==> src/rtl/bexpr_pkg.sv <==
package bexpr_pkg;

    // Postfix token codes; the low two bits of a variable token pick the variable.
    typedef enum logic [3:0] {
        TK_V0  = 4'd0,
        TK_V1  = 4'd1,
        TK_V2  = 4'd2,
        TK_V3  = 4'd3,
        TK_OR  = 4'd4,
        TK_AND = 4'd5,
        TK_XOR = 4'd6,
        TK_NOT = 4'd7,
        TK_END = 4'd8
    } tok_t;

    // Operator stack entries.
    typedef enum logic [2:0] {
        OP_LPAR = 3'd0,
        OP_OR   = 3'd1,
        OP_AND  = 3'd2,
        OP_XOR  = 3'd3,
        OP_NOT  = 3'd4
    } op_t;

    // Character classes.
    typedef enum logic [2:0] {
        CH_SKIP,
        CH_VAR,
        CH_LPAR,
        CH_RPAR,
        CH_OP,
        CH_BAD
    } chcls_t;

    // Binding rank: '(' lowest, then OR, then AND/XOR, then NOT.
    function automatic logic [1:0] op_rank(input op_t o);
        case (o)
            OP_LPAR:        op_rank = 2'd0;
            OP_OR:          op_rank = 2'd1;
            OP_AND, OP_XOR: op_rank = 2'd2;
            default:        op_rank = 2'd3;
        endcase
    endfunction

    function automatic tok_t op_tok(input op_t o);
        case (o)
            OP_OR:   op_tok = TK_OR;
            OP_AND:  op_tok = TK_AND;
            OP_XOR:  op_tok = TK_XOR;
            default: op_tok = TK_NOT;
        endcase
    endfunction

endpackage

==> src/rtl/bexpr_pbuf.sv <==
module bexpr_pbuf
    import bexpr_pkg::*;
#(
    parameter int DEPTH = 64
) (
    input  logic                     clk,
    input  logic                     we,
    input  logic [$clog2(DEPTH)-1:0] waddr,
    input  tok_t                     wdata,
    input  logic [$clog2(DEPTH)-1:0] raddr,
    output tok_t                     rdata
);
    tok_t mem [DEPTH];

    always_ff @(posedge clk) begin
        if (we) begin
            mem[waddr] <= wdata;
        end
    end

    assign rdata = mem[raddr];

endmodule

==> src/rtl/bexpr_convert.sv <==
module bexpr_convert
    import bexpr_pkg::*;
#(
    parameter int PF_DEPTH = 64,
    parameter int OS_DEPTH = 16
) (
    input  logic                        clk,
    input  logic                        rst_n,
    input  logic                        en,
    input  logic                        in_valid,
    input  logic [7:0]                  in_char,
    input  logic                        in_last,
    output logic                        in_ready,
    output logic                        wr_en,
    output logic [$clog2(PF_DEPTH)-1:0] wr_addr,
    output tok_t                        wr_tok,
    output logic                        fin,
    output logic                        fin_syn,
    output logic                        fin_cap
);
    localparam int PAW = $clog2(PF_DEPTH);
    localparam int PCW = PAW + 1;
    localparam int OSW = $clog2(OS_DEPTH);
    localparam int OCW = OSW + 1;

    typedef enum logic [1:0] {CV_SCAN, CV_OPPOP, CV_PARPOP, CV_FINAL} cv_state_t;

    cv_state_t state, nxt;
    op_t       opstk [OS_DEPTH];
    logic [OCW-1:0] sp;
    logic [PCW-1:0] wp;
    op_t       pend;
    logic      pend_last;
    logic      syn_r, cap_r;

    op_t       top_op, cop, push_op;
    chcls_t    cls;
    logic      accept, wr_req, push, pop, set_syn, ld_pend;
    logic      sp_full, wp_full;

    assign accept  = in_valid && in_ready;
    assign sp_full = (sp == OCW'(OS_DEPTH));
    assign wp_full = (wp == PCW'(PF_DEPTH));
    assign top_op  = (sp != '0) ? opstk[OSW'(sp - OCW'(1))] : OP_LPAR;

    // Character classification
    always_comb begin
        cop = OP_OR;
        case (in_char)
            8'h20, 8'h49:                cls = CH_SKIP;
            8'h30, 8'h31, 8'h32, 8'h33:  cls = CH_VAR;
            8'h28:                       cls = CH_LPAR;
            8'h29:                       cls = CH_RPAR;
            8'h2B: begin cls = CH_OP; cop = OP_OR;  end
            8'h2A: begin cls = CH_OP; cop = OP_AND; end
            8'h40: begin cls = CH_OP; cop = OP_XOR; end
            8'h7E: begin cls = CH_OP; cop = OP_NOT; end
            default:                     cls = CH_BAD;
        endcase
    end

    // Next state and datapath commands
    always_comb begin
        nxt     = state;
        wr_req  = 1'b0;
        wr_tok  = TK_END;
        push    = 1'b0;
        push_op = cop;
        pop     = 1'b0;
        set_syn = 1'b0;
        ld_pend = 1'b0;
        unique case (state)
            CV_SCAN: begin
                if (accept) begin
                    unique case (cls)
                        CH_VAR: begin
                            wr_req = 1'b1;
                            wr_tok = tok_t'({2'b00, in_char[1:0]});
                        end
                        CH_LPAR: begin
                            push    = 1'b1;
                            push_op = OP_LPAR;
                        end
                        CH_OP: begin
                            if (sp != '0 && op_rank(cop) <= op_rank(top_op)) begin
                                ld_pend = 1'b1;
                                nxt     = CV_OPPOP;
                            end else begin
                                push = 1'b1;
                            end
                        end
                        CH_RPAR: begin
                            if (sp == '0) begin
                                set_syn = 1'b1;
                            end else begin
                                ld_pend = 1'b1;
                                nxt     = CV_PARPOP;
                            end
                        end
                        CH_BAD:  set_syn = 1'b1;
                        CH_SKIP: ;
                    endcase
                    if (in_last && nxt == CV_SCAN) begin
                        nxt = CV_FINAL;
                    end
                end
            end
            CV_OPPOP: begin
                if (sp != '0 && op_rank(pend) <= op_rank(top_op)) begin
                    wr_req = 1'b1;
                    wr_tok = op_tok(top_op);
                    pop    = 1'b1;
                end else begin
                    push    = 1'b1;
                    push_op = pend;
                    nxt     = pend_last ? CV_FINAL : CV_SCAN;
                end
            end
            CV_PARPOP: begin
                if (sp == '0) begin
                    set_syn = 1'b1;
                    nxt     = pend_last ? CV_FINAL : CV_SCAN;
                end else if (top_op == OP_LPAR) begin
                    pop = 1'b1;
                    nxt = pend_last ? CV_FINAL : CV_SCAN;
                end else begin
                    wr_req = 1'b1;
                    wr_tok = op_tok(top_op);
                    pop    = 1'b1;
                end
            end
            CV_FINAL: begin
                wr_req = 1'b1;
                wr_tok = TK_END;
                nxt    = CV_SCAN;
            end
        endcase
    end

    // State register
    always_ff @(posedge clk or negedge rst_n) begin
        if (!rst_n) state <= CV_SCAN;
        else        state <= nxt;
    end

    // Stack, pointers and per-expression flags
    always_ff @(posedge clk or negedge rst_n) begin
        if (!rst_n) begin
            sp        <= '0;
            wp        <= '0;
            pend      <= OP_OR;
            pend_last <= 1'b0;
            syn_r     <= 1'b0;
            cap_r     <= 1'b0;
        end else if (state == CV_FINAL) begin
            sp    <= '0;
            wp    <= '0;
            syn_r <= 1'b0;
            cap_r <= 1'b0;
        end else begin
            if (ld_pend) begin
                pend      <= cop;
                pend_last <= in_last;
            end
            if (set_syn) syn_r <= 1'b1;
            if (wr_req) begin
                if (wp_full) cap_r <= 1'b1;
                else         wp    <= wp + PCW'(1);
            end
            if (push) begin
                if (sp_full) cap_r <= 1'b1;
                else         sp    <= sp + OCW'(1);
            end else if (pop) begin
                sp <= sp - OCW'(1);
            end
        end
    end

    always_ff @(posedge clk) begin
        if (push && !sp_full) begin
            opstk[sp[OSW-1:0]] <= push_op;
        end
    end

    // Outputs
    assign in_ready = en && (state == CV_SCAN);
    assign wr_en    = wr_req && !wp_full;
    assign wr_addr  = wp[PAW-1:0];
    assign fin      = (state == CV_FINAL);
    assign fin_syn  = syn_r || (sp != '0);
    assign fin_cap  = cap_r || wp_full;


    sp_bound_chk: assert property (@(posedge clk) disable iff (!rst_n)
        sp <= OCW'(OS_DEPTH));

    wp_bound_chk: assert property (@(posedge clk) disable iff (!rst_n)
        wp <= PCW'(PF_DEPTH));

    rpar_empty_chk: assert property (@(posedge clk) disable iff (!rst_n)
        (accept && cls == CH_RPAR && sp == '0) |=> syn_r);

    oppop_drain_chk: assert property (@(posedge clk) disable iff (!rst_n)
        (state == CV_OPPOP && sp != '0 && op_rank(pend) <= op_rank(top_op))
        |=> (sp == $past(sp) - OCW'(1)));

endmodule

==> src/rtl/bexpr_eval.sv <==
module bexpr_eval
    import bexpr_pkg::*;
#(
    parameter int PF_DEPTH = 64,
    parameter int ES_DEPTH = 16
) (
    input  logic                        clk,
    input  logic                        rst_n,
    input  logic                        start,
    output logic [$clog2(PF_DEPTH)-1:0] rd_addr,
    input  tok_t                        rd_tok,
    output logic                        fin,
    output logic [15:0]                 tbl,
    output logic                        err
);
    localparam int PAW = $clog2(PF_DEPTH);
    localparam int ESW = $clog2(ES_DEPTH);
    localparam int ECW = ESW + 1;

    typedef enum logic [1:0] {EV_IDLE, EV_STEP, EV_FIN} ev_state_t;

    ev_state_t state, nxt;
    logic [3:0]     pass;
    logic [PAW-1:0] rp;
    logic [ECW-1:0] depth;
    logic [ES_DEPTH-1:0] st;
    logic           err_r;
    logic [ESW-1:0] top_i, sec_i;
    logic           rp_end, tok_bin, bin_res;

    assign top_i   = ESW'(depth - ECW'(1));
    assign sec_i   = ESW'(depth - ECW'(2));
    assign rp_end  = (rp == PAW'(PF_DEPTH - 1));
    assign tok_bin = (rd_tok == TK_OR) || (rd_tok == TK_AND) || (rd_tok == TK_XOR);

    always_comb begin
        case (rd_tok)
            TK_OR:   bin_res = st[sec_i] | st[top_i];
            TK_AND:  bin_res = st[sec_i] & st[top_i];
            default: bin_res = st[sec_i] ^ st[top_i];
        endcase
    end

    always_comb begin
        nxt = state;
        unique case (state)
            EV_IDLE: if (start) nxt = EV_STEP;
            EV_STEP: begin
                if (rd_tok == TK_END) begin
                    if (pass == 4'hF) nxt = EV_FIN;
                end else if (rp_end) begin
                    nxt = EV_FIN;
                end
            end
            EV_FIN:  nxt = EV_IDLE;
        endcase
    end

    always_ff @(posedge clk or negedge rst_n) begin
        if (!rst_n) state <= EV_IDLE;
        else        state <= nxt;
    end

    always_ff @(posedge clk or negedge rst_n) begin
        if (!rst_n) begin
            pass  <= '0;
            rp    <= '0;
            depth <= '0;
            st    <= '0;
            tbl   <= '0;
            err_r <= 1'b0;
        end else if (state == EV_IDLE) begin
            if (start) begin
                pass  <= '0;
                rp    <= '0;
                depth <= '0;
                err_r <= 1'b0;
            end
        end else if (state == EV_STEP) begin
            if (rd_tok == TK_END) begin
                tbl[pass] <= (depth != '0) && st[top_i];
                if (depth == '0) err_r <= 1'b1;
                depth <= '0;
                rp    <= '0;
                pass  <= pass + 4'd1;
            end else begin
                rp <= rp + PAW'(1);
                if (rp_end) err_r <= 1'b1;
                if (rd_tok == TK_V0 || rd_tok == TK_V1 || rd_tok == TK_V2 || rd_tok == TK_V3) begin
                    if (depth == ECW'(ES_DEPTH)) begin
                        err_r <= 1'b1;
                    end else begin
                        st[depth[ESW-1:0]] <= pass[rd_tok[1:0]];
                        depth <= depth + ECW'(1);
                    end
                end else if (rd_tok == TK_NOT) begin
                    if (depth == '0) err_r <= 1'b1;
                    else             st[top_i] <= ~st[top_i];
                end else if (tok_bin) begin
                    if (depth < ECW'(2)) begin
                        err_r <= 1'b1;
                    end else begin
                        st[sec_i] <= bin_res;
                        depth     <= depth - ECW'(1);
                    end
                end else begin
                    err_r <= 1'b1;
                end
            end
        end
    end

    assign rd_addr = rp;
    assign fin     = (state == EV_FIN);
    assign err     = err_r;


    depth_bound_chk: assert property (@(posedge clk) disable iff (!rst_n)
        depth <= ECW'(ES_DEPTH));

    pass_step_chk: assert property (@(posedge clk) disable iff (!rst_n)
        (state == EV_STEP && rd_tok == TK_END && pass != 4'hF)
        |=> (pass == $past(pass) + 4'd1));

endmodule

==> src/rtl/bexpr_tt_engine.sv <==
module bexpr_tt_engine
    import bexpr_pkg::*;
#(
    parameter int PF_DEPTH = 64,
    parameter int OS_DEPTH = 16,
    parameter int ES_DEPTH = 16
) (
    input  logic        clk,
    input  logic        rst_n,
    input  logic        in_valid,
    input  logic [7:0]  in_char,
    input  logic        in_last,
    output logic        in_ready,
    output logic [15:0] table_out,
    output logic        done,
    output logic        err_syntax,
    output logic        err_capacity
);
    localparam int PAW = $clog2(PF_DEPTH);

    typedef enum logic [1:0] {TP_LOAD, TP_EVAL, TP_DONE} tp_state_t;

    tp_state_t state, nxt;

    logic           cv_en, cv_fin, cv_syn, cv_cap;
    logic           wr_en;
    logic [PAW-1:0] wr_addr, rd_addr;
    tok_t           wr_tok, rd_tok;
    logic           ev_start, ev_fin, ev_err;
    logic [15:0]    ev_tbl;
    logic           accept, expr_open;
    logic [15:0]    table_r;
    logic           syn_r, cap_r;

    bexpr_convert #(.PF_DEPTH(PF_DEPTH), .OS_DEPTH(OS_DEPTH)) u_conv (
        .clk(clk), .rst_n(rst_n), .en(cv_en),
        .in_valid(in_valid), .in_char(in_char), .in_last(in_last), .in_ready(in_ready),
        .wr_en(wr_en), .wr_addr(wr_addr), .wr_tok(wr_tok),
        .fin(cv_fin), .fin_syn(cv_syn), .fin_cap(cv_cap)
    );

    bexpr_pbuf #(.DEPTH(PF_DEPTH)) u_pbuf (
        .clk(clk), .we(wr_en), .waddr(wr_addr), .wdata(wr_tok),
        .raddr(rd_addr), .rdata(rd_tok)
    );

    bexpr_eval #(.PF_DEPTH(PF_DEPTH), .ES_DEPTH(ES_DEPTH)) u_eval (
        .clk(clk), .rst_n(rst_n), .start(ev_start),
        .rd_addr(rd_addr), .rd_tok(rd_tok),
        .fin(ev_fin), .tbl(ev_tbl), .err(ev_err)
    );

    assign accept = in_valid && in_ready;

    always_comb begin
        nxt = state;
        unique case (state)
            TP_LOAD: if (cv_fin) nxt = (cv_syn || cv_cap) ? TP_DONE : TP_EVAL;
            TP_EVAL: if (ev_fin) nxt = TP_DONE;
            TP_DONE: nxt = TP_LOAD;
        endcase
    end

    always_ff @(posedge clk or negedge rst_n) begin
        if (!rst_n) state <= TP_LOAD;
        else        state <= nxt;
    end

    // Outputs decoded from state
    always_comb begin
        cv_en    = (state == TP_LOAD);
        ev_start = (state == TP_LOAD) && cv_fin && !(cv_syn || cv_cap);
        done     = (state == TP_DONE);
    end

    always_ff @(posedge clk or negedge rst_n) begin
        if (!rst_n) begin
            expr_open <= 1'b0;
            table_r   <= '0;
            syn_r     <= 1'b0;
            cap_r     <= 1'b0;
        end else begin
            if (accept && !expr_open) begin
                expr_open <= 1'b1;
                syn_r     <= 1'b0;
                cap_r     <= 1'b0;
            end
            if (state == TP_LOAD && cv_fin) begin
                expr_open <= 1'b0;
                if (cv_syn || cv_cap) begin
                    syn_r   <= cv_syn;
                    cap_r   <= cv_cap;
                    table_r <= '0;
                end
            end
            if (state == TP_EVAL && ev_fin) begin
                table_r <= ev_err ? 16'h0000 : ev_tbl;
                cap_r   <= ev_err;
            end
        end
    end

    assign table_out    = table_r;
    assign err_syntax   = syn_r;
    assign err_capacity = cap_r;


    done_pulse_chk: assert property (@(posedge clk) disable iff (!rst_n)
        done |=> !done);

    err_zero_chk: assert property (@(posedge clk) disable iff (!rst_n)
        (done && (err_syntax || err_capacity)) |-> (table_out == 16'h0000));

    ready_after_end_chk: assert property (@(posedge clk) disable iff (!rst_n)
        (accept && in_last) |=> !in_ready);

endmodule

==> config.mk <==
export PLATFORM = sky130hd
export DESIGN_NAME = bexpr_tt_engine
export DESIGN_NICKNAME = d
export VERILOG_FILES = /design/src/rtl/bexpr_pkg.sv /design/src/rtl/bexpr_pbuf.sv /design/src/rtl/bexpr_convert.sv /design/src/rtl/bexpr_eval.sv /design/src/rtl/bexpr_tt_engine.sv
export SDC_FILE = /design/constraint.sdc
export NUM_CORES = 1
export LEC_CHECK = 0
export CAP_MARGIN = 15
export CORE_MARGIN = 4
export CORE_UTILIZATION = 35
export CTS_CLUSTER_SIZE = 30
export DETAILED_ROUTE_END_ITERATION = 8
export DONT_BUFFER_PORTS = 1
export SYNTH_ARGS = -nofsm -noshare
export SYNTH_HDL_FRONTEND = slang
export SYNTH_SLANG_ARGS = --single-unit
==> constraint.sdc <==
create_clock -name clk -period 17.6 [get_ports clk]
set_input_delay 1.76 -clock clk [delete_from_list [all_inputs] [get_ports clk]]
set_output_delay 1.76 -clock clk [all_outputs]
set_load 0.01 [all_outputs]
==> metrics.log <==
INFO  metric max_freq = 152 MHz
INFO  metric nNetsFinal = 1403
INFO  metric critPathMaxFanout = 40
INFO  metric final-seq-area = 0.0114 mm²
INFO  metric place_ws = 10.58 ns
INFO  metric timing.final.crit_share = 37.5%
INFO  metric first_global_vias = between 10000 and 15000
INFO  metric number_of_top_level_design_ports = 32
INFO  metric regToRegStartpoint = u_conv.sp[0]
INFO  metric power_leakage = 7.00 nW
INFO  metric synth.cell_area = 0.0189 mm²
INFO  metric tns = 0 ns
INFO  metric synth.ff_latch_count = 395
INFO  metric dieArea = 0.0578 mm²
INFO  metric path_clk_slew = around 0.06 ns
INFO  metric wire_per_inst = 22.4 µm
INFO  metric worst_ir_drop_vdd = 0.161 mV
INFO  metric worst_slew_margin_rel = 26.7%
INFO  metric crit_chain = inv_1, ha_1, xor2_1, buf_4, mux4_2, nand2_1, a31oi_1, o21ai_0, ha_1, nor2b_1, o21ai_0, nand2_1, inv_1, nand2_1, a41oi_1, o21bai_4, buf_4, or2_2, nor4_1
INFO  metric die_width = 240 µm
INFO  metric holdBufCountCts = 0
INFO  metric worst_skew_pair.late_latency = 0.58 ns
INFO  metric synth-seq-area-share = 60.3%
INFO  metric num-fill-cells = 4903
INFO  metric overflow = 0
INFO  metric layout.core_utilization = 39.2%
INFO  metric synthesis.yosys.warnings = 0
INFO  metric postCtsSetupRepairBufs = 0
INFO  metric multiInputGateArea = 0.00698 mm²
INFO  metric timing.reg2reg.worst_path_depth = 19
INFO  metric top_delay_family_on_crit_path = simple AND/OR/NAND/NOR gates
INFO  metric overall_via_count_from_detail_route = 11900
INFO  metric worstReg2RegEnd = u_pbuf.mem[42][0]
INFO  metric area_growth_from_synthesis_to_final_layout = 9.99%
INFO  metric number_of_flops_mapped_to_enable_cells_by_yosys = 304
INFO  metric number_of_antenna_diodes = 0
INFO  metric chip_height = 240 µm
INFO  metric timing.critical_path.from_type = flip-flop
INFO  metric cts_htree_levels = 2
INFO  metric floorplan.initialDensity = 35.7%
INFO  metric dr.pass1.iters = 5
INFO  metric unrepaired_setup_endpoints_after_global_routing = no
INFO  metric power_density_cells = 198 mW/mm²
INFO  metric place_area = roughly 0.02 mm²
INFO  metric setup.worst_path.class = flip-flop to flip-flop
INFO  metric synth_nets = 1431
INFO  metric timing.max_cap.violations = 0
INFO  metric clock_tree.root_cell = sky130_fd_sc_hd__clkbuf_16
INFO  metric timing.final.max_slew_violations = 0
INFO  metric cp_common_cell = sky130_fd_sc_hd__nand2_1
INFO  metric finalInstanceArea = 0.0208 mm²
INFO  metric outcome = finished clean
INFO  metric core_area = approximately 0.053 mm²
INFO  metric synth.lib_cells_used.distinct = slightly above 80
INFO  metric synthesis.instances = 1381
INFO  metric finalWorstSetupSlack = 11.00 ns
INFO  metric grt_first_pass_wirelength = 71.7 mm
INFO  metric synthFlopType = sky130_fd_sc_hd__edfxtp_1
INFO  metric layout.cells.most_common = sky130_fd_sc_hd__edfxtp_1
INFO  metric rows = 84
INFO  metric arrival = between 6 and 7 ns
INFO  metric io_buffer_count = 0
INFO  metric cts.repair.resized = 0
INFO  metric timing.critical_path.buf_inv = 4
INFO  metric worstSetupEndpointType = flip-flop
INFO  metric regToRegSetupSlack = 11.00 ns
INFO  metric wl = roughly 46 mm
INFO  metric async_flop_share = a little under a quarter
INFO  metric cp_slowest_cell = sky130_fd_sc_hd__dfrtp_1
INFO  metric antenna_violations_before_repair = 0
INFO  metric min_to = u_eval.tbl[11]
INFO  metric cts-buffers-inserted = 42
INFO  metric timing.critical_path.required = 17.79 ns
INFO  metric place_congestion = 0.864
INFO  metric final.min_clock_period = between 6 and 7 ns
INFO  metric layout-drive-gt1-share = approximately 16%
INFO  metric groute.usage.overall = 15.9%
INFO  metric drt-initial-drc-count = 1094
INFO  metric clock_tree_from_tritoncts = built
INFO  metric hold_viol_final = 0
INFO  metric worst_clock_skew = 0.0296 ns
INFO  metric final_cell_mix = sky130_fd_sc_hd__edfxtp_1, sky130_fd_sc_hd__nand2_1, sky130_fd_sc_hd__nor2_1, sky130_fd_sc_hd__dfrtp_1, sky130_fd_sc_hd__mux4_2
INFO  metric detail_route.vias_per_cell = 5.73
INFO  metric clockBufferDepth = 3
INFO  metric worst_pin_slew = 1.09 ns
INFO  metric postRouteAntennaNets = 0
INFO  metric cts_sinks = 395
INFO  metric place_hpwl = 29.9 mm
INFO  metric path_category_of_the_worst_min_delay_check = flip-flop to flip-flop
INFO  metric largest_net_degree_at_the_start_of_global_routing = 92
INFO  metric post_synth.cell_area_avg = 13.7 µm²
INFO  metric cp_slowest_stage_delay = roughly 0.83 ns
INFO  metric worst_hold_path.num_cells = 1
INFO  metric remaining_drc_errors = 0
INFO  metric worst_hold_startpoint = u_eval.tbl[11]
INFO  metric setup_violations = 0
how the worst max path moves through the flow:
stage | end | start | cells past startpoint
6_report | u_pbuf.mem[42][0] | u_conv.sp[0] | 19
5_1_grt | u_pbuf.mem[42][2] | u_conv.sp[0] | 19
4_1_cts | u_pbuf.mem[42][0] | u_conv.sp[0] | 18
3_5_place_dp | u_pbuf.mem[34][0] | u_conv.sp[0] | 18
3_3_place_gp | u_pbuf.mem[58][0] | u_conv.sp[0] | 18
2_1_floorplan | u_pbuf.mem[0][1] | u_conv.sp[0] | 18
kinds of logic after synthesis:
kind of cell / share of synthesized area (%)
flip-flops: 60.3
adder cells (fa/ha/maj): 2.52
buffers and inverters: 2.98
AND/OR/NAND/NOR: 11.1
XOR/XNOR: 0.695
AO/OA/AOI/OAI: 8.83
multiplexers: 13.5
routing by layer:
layer  vias to the layer above  GRT usage (%)  routed length, µm
met5                         -              0                  0
met4                         0           4.63               1130
met3                        70           2.47               2550
met2                       401           26.7              22800
met1                      6063           21.6              19900
li1                       5336              -                  -
synth_stat cells, types with 5 or more instances:
| library cell | number | area (µm²) |
|---|---|---|
| sky130_fd_sc_hd__o21ai_0 | 32 | 160 |
| sky130_fd_sc_hd__a22oi_1 | 8 | 60.1 |
| sky130_fd_sc_hd__mux2_2 | 37 | 417 |
| sky130_fd_sc_hd__and3_1 | 8 | 50.1 |
| sky130_fd_sc_hd__mux2_1 | 5 | 56.3 |
| sky130_fd_sc_hd__nand2b_1 | 7 | 43.8 |
| sky130_fd_sc_hd__ha_1 | 38 | 475 |
| sky130_fd_sc_hd__buf_4 | 11 | 82.6 |
| sky130_fd_sc_hd__o2bb2ai_1 | 5 | 43.8 |
| sky130_fd_sc_hd__o22ai_1 | 11 | 68.8 |
| sky130_fd_sc_hd__mux2i_1 | 39 | 390 |
| sky130_fd_sc_hd__mux4_2 | 75 | 1690 |
| sky130_fd_sc_hd__xnor2_1 | 11 | 96.3 |
| sky130_fd_sc_hd__nand3_1 | 37 | 185 |
| sky130_fd_sc_hd__a211oi_1 | 5 | 37.5 |
| sky130_fd_sc_hd__edfxtp_1 | 304 | 9130 |
| sky130_fd_sc_hd__or3_1 | 7 | 43.8 |
| sky130_fd_sc_hd__nand4_1 | 29 | 181 |
| sky130_fd_sc_hd__nor3_1 | 63 | 315 |
| sky130_fd_sc_hd__o211ai_1 | 15 | 113 |
| sky130_fd_sc_hd__a31oi_1 | 7 | 43.8 |
| sky130_fd_sc_hd__buf_2 | 18 | 90.1 |
| sky130_fd_sc_hd__a211o_1 | 6 | 52.6 |
| sky130_fd_sc_hd__a21oi_1 | 43 | 215 |
| sky130_fd_sc_hd__nand2_1 | 108 | 405 |
| sky130_fd_sc_hd__buf_1 | 13 | 48.8 |
| sky130_fd_sc_hd__and2_1 | 14 | 87.6 |
| sky130_fd_sc_hd__or2_2 | 8 | 50.1 |
| sky130_fd_sc_hd__o221ai_1 | 5 | 43.8 |
| sky130_fd_sc_hd__o21ai_1 | 5 | 25.0 |
| sky130_fd_sc_hd__clkbuf_1 | 41 | 154 |
| sky130_fd_sc_hd__a221oi_1 | 5 | 43.8 |
| sky130_fd_sc_hd__nand3b_1 | 5 | 37.5 |
| sky130_fd_sc_hd__a22o_1 | 36 | 315 |
| sky130_fd_sc_hd__dfrtp_1 | 90 | 2250 |
| sky130_fd_sc_hd__inv_1 | 32 | 120 |
| sky130_fd_sc_hd__nor4_1 | 17 | 106 |
| sky130_fd_sc_hd__nor2b_1 | 21 | 131 |
| sky130_fd_sc_hd__nor2_1 | 87 | 327 |
final cells by class:
| cell class | instances | area share, % |
|---|---|---|
| inverter | 33 | 0.596 |
| timing repair buffer | 16 | 0.578 |
| clock inverter | 15 | 0.620 |
| tap | 688 | 4.14 |
| sequential | 395 | 54.9 |
| clock buffer | 60 | 5.57 |
| multi-input combinational | 865 | 33.6 |
flip-flops by register name, indices dropped and copies added, names as in the netlist:
name and count:
u_conv.sp 5, u_conv.opstk 48, u_eval.rd_addr 6, u_eval.pass 4
u_conv.syn_r 1, err_capacity 1, u_eval.err 1, u_conv.state 2
err_syntax 1, expr_open 1, u_eval.st 16, u_conv.cap_r 1
table_out 16, u_conv.pend 3, u_eval.depth 5, state 2
u_eval.state 2, u_conv.wp 7, u_eval.tbl 16, u_conv.pend_last 1
u_pbuf.mem 256
metrics by stage:
step                      hold slack (ns)  total power, W  instances
after CTS                           0.497         0.00415       2070
after detailed placement            0.484         0.00331       1995
final                               0.491         0.00412       2072
after global placement              0.482         0.00330       1995
after global routing                0.517         0.00436       2072
after floorplan                     0.465         0.00277       1381
power breakdown:
group | switching, W | internal [W] | leakage [nW]
registers | 0.000109 | 0.00134 | 3.96
logic | 0.00125 | 0.000595 | 2.41
clock network | 0.000365 | 0.000463 | 0.627
Power figures use the tool's default switching activity.
